<file path="config.mk">
export PLATFORM = sky130hd
export DESIGN_NAME = ddr4bt_tracker
export DESIGN_NICKNAME = d
export VERILOG_FILES = /design/src/rtl/ddr4bt_pkg.sv /design/src/rtl/ddr4bt_bank_sel.sv /design/src/rtl/ddr4bt_burst_dec.sv /design/src/rtl/ddr4bt_tracker.sv
export SDC_FILE = /design/constraint.sdc
export NUM_CORES = 1
export LEC_CHECK = 0
export CAP_MARGIN = 20
export CORE_AREA = 2 2 176 178
export DETAILED_ROUTE_END_ITERATION = 10
export DIE_AREA = 0 0 178 180
export DONT_BUFFER_PORTS = 1
export GPL_TIMING_DRIVEN = 1
export MAX_ROUTING_LAYER = met4
export SLEW_MARGIN = 20
export SYNTH_ARGS = -nofsm -noshare
export SYNTH_HDL_FRONTEND = slang
export SYNTH_HIERARCHICAL = 1
export SYNTH_SLANG_ARGS = --single-unit
</file>
<file path="constraint.sdc">
create_clock -name clk -period 3.7 [get_ports clk]
set_input_delay 0.74 -clock clk [delete_from_list [all_inputs] [get_ports clk]]
set_output_delay 0.74 -clock clk [all_outputs]
set_load 0.02 [all_outputs]
</file>
<file path="src/rtl/ddr4bt_pkg.sv">
package ddr4bt_pkg;
    localparam int ROW_W  = 18;
    localparam int COL_W  = 10;
    localparam int AP_BIT = 10;
    localparam int BC_BIT = 12;

    typedef enum logic [2:0] {
        CMD_NOP = 3'd0,
        CMD_ACT = 3'd1,
        CMD_RD  = 3'd2,
        CMD_WR  = 3'd3,
        CMD_PRE = 3'd4
    } cmd_e;

    function automatic int bank_count(input int dev_w);
        return (dev_w == 16) ? 8 : 16;
    endfunction
endpackage

</file>
<file path="src/rtl/ddr4bt_bank_sel.sv">
module ddr4bt_bank_sel #(
    parameter int DEV_W  = 8,
    parameter int BANK_W = 4
) (
    input  logic [1:0]        bg_i,
    input  logic [1:0]        ba_i,
    output logic [BANK_W-1:0] idx_o
);
    generate
        if (DEV_W == 16) begin : g_x16
            // two groups of four; upper group bit unused
            assign idx_o = {bg_i[0], ba_i};
        end else begin : g_x4x8
            assign idx_o = {bg_i, ba_i};
        end
    endgenerate
endmodule

</file>
<file path="src/rtl/ddr4bt_burst_dec.sv">
module ddr4bt_burst_dec (
    input  logic       otf_en_i,
    input  logic       cfg_bc4_i,
    input  logic       a12_i,
    output logic [3:0] bl_o,
    output logic [2:0] clks_o
);
    logic chop;
    always_comb begin
        chop   = otf_en_i ? ~a12_i : cfg_bc4_i;
        bl_o   = chop ? 4'd4 : 4'd8;
        clks_o = chop ? 3'd2 : 3'd4;
    end
endmodule

</file>
<file path="src/rtl/ddr4bt_tracker.sv">
module ddr4bt_tracker
    import ddr4bt_pkg::*;
#(
    parameter int DEV_W  = 8,
    parameter int NB     = bank_count(DEV_W),
    parameter int BANK_W = $clog2(NB)
) (
    input  logic                 clk,
    input  logic                 rst_n,
    input  logic                 otf_en_i,
    input  logic                 cfg_bc4_i,
    input  logic [2:0]           cmd_i,
    input  logic [1:0]           bg_i,
    input  logic [1:0]           ba_i,
    input  logic [ROW_W-1:0]     addr_i,
    input  logic [BANK_W-1:0]    lookup_bank_i,
    output logic [NB-1:0]        bank_open_o,
    output logic                 lookup_open_o,
    output logic [ROW_W-1:0]     lookup_row_o,
    output logic                 all_idle_o,
    output logic                 err_o,
    output logic                 acc_valid_o,
    output logic                 acc_wr_o,
    output logic [COL_W-1:0]     acc_col_o,
    output logic                 acc_ap_o,
    output logic [3:0]           acc_bl_o,
    output logic [2:0]           acc_clks_o
);
    typedef struct packed {
        logic [NB-1:0]            open;
        logic [NB-1:0][ROW_W-1:0] row;
        logic                     err;
        logic                     acc_v;
        logic                     acc_wr;
        logic [COL_W-1:0]         col;
        logic                     ap;
        logic [3:0]               bl;
        logic [2:0]               clks;
    } st_t;

    st_t st_d, st_q;

    logic [BANK_W-1:0] sel_idx;
    logic [3:0]        dec_bl;
    logic [2:0]        dec_clks;

    ddr4bt_bank_sel #(.DEV_W(DEV_W), .BANK_W(BANK_W)) u_sel (
        .bg_i  (bg_i),
        .ba_i  (ba_i),
        .idx_o (sel_idx)
    );

    ddr4bt_burst_dec u_bl (
        .otf_en_i  (otf_en_i),
        .cfg_bc4_i (cfg_bc4_i),
        .a12_i     (addr_i[BC_BIT]),
        .bl_o      (dec_bl),
        .clks_o    (dec_clks)
    );

    always_comb begin
        st_d       = st_q;
        st_d.err   = 1'b0;
        st_d.acc_v = 1'b0;
        case (cmd_i)
            CMD_ACT: begin
                if (st_q.open[sel_idx]) begin
                    st_d.err = 1'b1;
                end else begin
                    st_d.open[sel_idx] = 1'b1;
                    st_d.row[sel_idx]  = addr_i;
                end
            end
            CMD_RD, CMD_WR: begin
                if (!st_q.open[sel_idx]) begin
                    st_d.err = 1'b1;
                end else begin
                    st_d.acc_v  = 1'b1;
                    st_d.acc_wr = (cmd_i == CMD_WR);
                    st_d.col    = addr_i[COL_W-1:0];
                    st_d.ap     = addr_i[AP_BIT];
                    st_d.bl     = dec_bl;
                    st_d.clks   = dec_clks;
                    if (addr_i[AP_BIT]) st_d.open[sel_idx] = 1'b0;
                end
            end
            CMD_PRE: begin
                if (addr_i[AP_BIT]) st_d.open = '0;
                else                st_d.open[sel_idx] = 1'b0;
            end
            default: ;
        endcase
    end

    always_ff @(posedge clk) begin
        if (!rst_n) st_q <= '0;
        else        st_q <= st_d;
    end

    assign bank_open_o   = st_q.open;
    assign lookup_open_o = st_q.open[lookup_bank_i];
    assign lookup_row_o  = st_q.row[lookup_bank_i];
    assign all_idle_o    = ~|st_q.open;
    assign err_o         = st_q.err;
    assign acc_valid_o   = st_q.acc_v;
    assign acc_wr_o      = st_q.acc_wr;
    assign acc_col_o     = st_q.col;
    assign acc_ap_o      = st_q.ap;
    assign acc_bl_o      = st_q.bl;
    assign acc_clks_o    = st_q.clks;
endmodule

</file>
==> impl_metrics.py <==
metrics = {
    "detailed_routing": {
        "wl_mm": 39.4,
        "drc": 0,
        "dr.pass1.iters": 4,
        "vias": 10500,
        "final_antenna_net_count": 0,
        "wire_per_inst_um": 21.8,
        "viasPerCell": 5.83,
        "drtIter0Drc": 997,
    },
    "synthesis": {
        "synth_seq_cells": 325,
        "netlist_instances": 1504,
        "syn_avg_cell_area_um2": 9.86,
        "yosys-top-cells-area": "dfxtp_1 44%, mux4_2 15%, mux2i_1 11%, nand2_1 6.7%, a21oi_1 4.6%",
        "synth_top_area_cell": "dfxtp_1",
        "ys.flop_type": "dfxtp_1",
        "synthArstFlopShare": 0,
        "synth_edf_count": 0,
        "synth_cell_types": 60,
        "yosysWarnings": 6,
        "synth_top_area_frac": 0.439,
        "syn_area_um2": 14800,
        "seq_area_frac_synth": 0.439,
    },
    "clock_network": {
        "clkTransAtPathRegs_ps": 60,
        "numClockSinks": 325,
        "ctsResizeCount": 0,
        "clockBufferDepth": 3,
        "clkLatencyLatePin_ps": 530,
        "cts_hold_buffers": 0,
        "clockRootBuffer": "clkbuf_16",
        "cts_setup_buffers": 0,
        "cts_buffers": 35,
        "cts_htree_levels": 2,
        "cts_tree": "built",
    },
    "finish": {
        "fin_util": 0.519,
        "fin_nets": 1423,
        "area_delta_synth_final_pct": 5.70,
        "drive_above_1_share": 0.152,
        "fill_cells": 2731,
        "final_cells": 1808,
        "mostFrequentLayoutCell": "dfxtp_1",
        "antenna_cells": 0,
        "final_cell_mix": "325 x dfxtp_1, 264 x nand2_1, 170 x mux2i_1, 169 x nor2_1, 136 x a21oi_1",
    },
    "critical_path": {
        "slowest_delay_ps": 740,
        "slowest_stage": "or4_1",
        "crit_buf_inv": 0,
        "crit_path_start_kind": "flip-flop",
        "endpoint_kind": "flip-flop",
        "r2r_slack_ps": 850,
        "critical_path_peak_fanout": 18,
        "crit_family": "compound AO/OA/AOI/OAI gates",
        "crit_required_ps": 4150,
        "path_class": "flip-flop to flip-flop",
        "cp.arrival_ps": 3300,
        "path_cells": "mux2_4 > a2bb2oi_1 > a21o_1 > or4_1 > nand2_1 > a21oi_1",
    },
    "sta": {
        "finalHoldViolations": 0,
        "relSlewSlack": 0.466,
        "finalSetupTns_ps": 0,
        "tightestPinTransition_ps": 801,
        "setup_viol": 0,
        "period_minus_slack_ps": 2850,
        "clock_skew_ps": 20.4,
        "holdWs_ps": 344,
        "setup_ws_ps": 848,
        "fmax_ghz": 0.351,
        "min_period_over_period": 0.771,
        "slew_violations": 0,
        "rsz0062_at_grt": "false",
    },
    "power": {
        "power.share.combinational": 0.034,
        "ir_worst_vdd_v": 0.000326,
        "pwr-share-seq": 0.495,
        "sw_frac_of_total": 0.221,
        "p_sw_w": 0.00157,
        "p_leak_nw": 5.72,
        "powerDensity_nw_per_um2": 455,
        "p_int_w": 0.00556,
        "clockPowerShare": 0.471,
    },
    "grt": {
        "grt_max_degree": 122,
        "track_usage": 0.257,
        "grt_pass1_wl_mm": 62.0,
        "antenna_found_initial": 0,
        "overflow": 0,
        "grt_pass1_vias": 10300,
    },
    "floorplanning": {
        "dieWidth_um": 178,
        "row_count": 64,
        "initial_core_util": 0.491,
        "dieArea_um2": 32000,
        "coreArea_um2": 30200,
        "die_y_um": 180,
        "pin_count": 90,
    },
    "flow_run": {
        "drv_cap": 0,
    },
    "outcome": {
        "status": "finished, final reports clean",
    },
    "place": {
        "globalplace.congestion": 0.839,
        "dp_hpwl_mm": 23.6,
        "dpl.cell_count": 1749,
        "port_buffers": 0,
        "dp_slack_ps": 704,
    },
    "hold_path": {
        "hp-class": "input pin to flip-flop",
    },
}
power by group through the flow:
stage	registers [W]	logic, W	clock network (W)
after floorplan	0.00360	0.000314	0
after global placement	0.00361	0.000237	0
after detailed placement	0.00361	0.000239	0
after CTS	0.00353	0.000239	0.00343
after global routing	0.00353	0.000257	0.00355
final	0.00353	0.000239	0.00336
cells in the mapped netlist (2+ instances only):
master    count
nand2_1     264
nand2_2       2
a21oi_1     136
buf_12        2
o221a_2       2
inv_1         8
nand3_2       2
o21a_1        2
dfxtp_1     325
buf_2        20
buf_1        10
nor3_4        3
nor2b_1       6
a32o_1        3
nand3_1      41
buf_6        13
o21ai_1       9
a221oi_2      4
nor4_1        5
o211ai_1      3
o21ai_0      21
nor3b_1       2
clkbuf_1     87
nor3_1        5
nor2_1      170
or3_1         2
and3_1        2
mux2i_1     170
mux2_4        2
nand2b_1      6
buf_4        49
nand4_1       2
nand2_4       3
mux4_2       96
or3b_2        2
stage by stage:
| stage | area, um^2 | total power [W] |
|---|---|---|
| after detailed placement | 14600 | 0.00385 |
| after CTS | 15700 | 0.00720 |
| final | 15700 | 0.00713 |
| after global routing | 15700 | 0.00735 |
| after floorplan | 14800 | 0.00392 |
| after global placement | 14600 | 0.00385 |
worst register-to-register path: stages (launching register included):
cell and delay (ps):
dfxtp_1 570, mux2_4 230, a2bb2oi_1 310, a21o_1 590, or4_1 740, nand2_1 150, a21oi_1 190
kinds of logic (layout without fill, tap and decap cells):
group	Yosys count	count (layout)	synth area share
buffers and inverters	192	98	0.0723
multiplexers	269	269	0.264
AND/OR/NAND/NOR	526	526	0.151
AO/OA/AOI/OAI	191	191	0.0732
other	1	3	0.000253
flip-flops	325	325	0.439
worst paths after layout:
kind	startpoint	to	cells after the start
worst min register to register	flip-flop	flip-flop	2
worst min-delay path	addr_i[5]	flip-flop	2
worst max register to register	bank_open_o[13]$_SDFFE_PN0P_	flip-flop	6
worst max-delay path	bank_open_o[13]$_SDFFE_PN0P_	flip-flop	6
layer usage:
metal,up-vias,global-route usage,share of wire
met3,73,0.0451,0.059
met4,0,0.0692,0.025
met2,311,0.411,0.48
li1,4916,-,-
met5,-,-,0
met1,5246,0.337,0.43
area by class of cell:
class                           instances  area [um^2]  area share
Clock buffer                           50         1030      0.0659
Sequential cell                       325         6510       0.415
Inverter                                9         41.3     0.00263
Clock inverter                          9         62.6     0.00399
Timing Repair Buffer                   30          250      0.0160
Multi-Input combinational cell        989         7280       0.465
Tap cell                              396          495      0.0316
No activity file was read; power rests on OpenSTA's default activity.
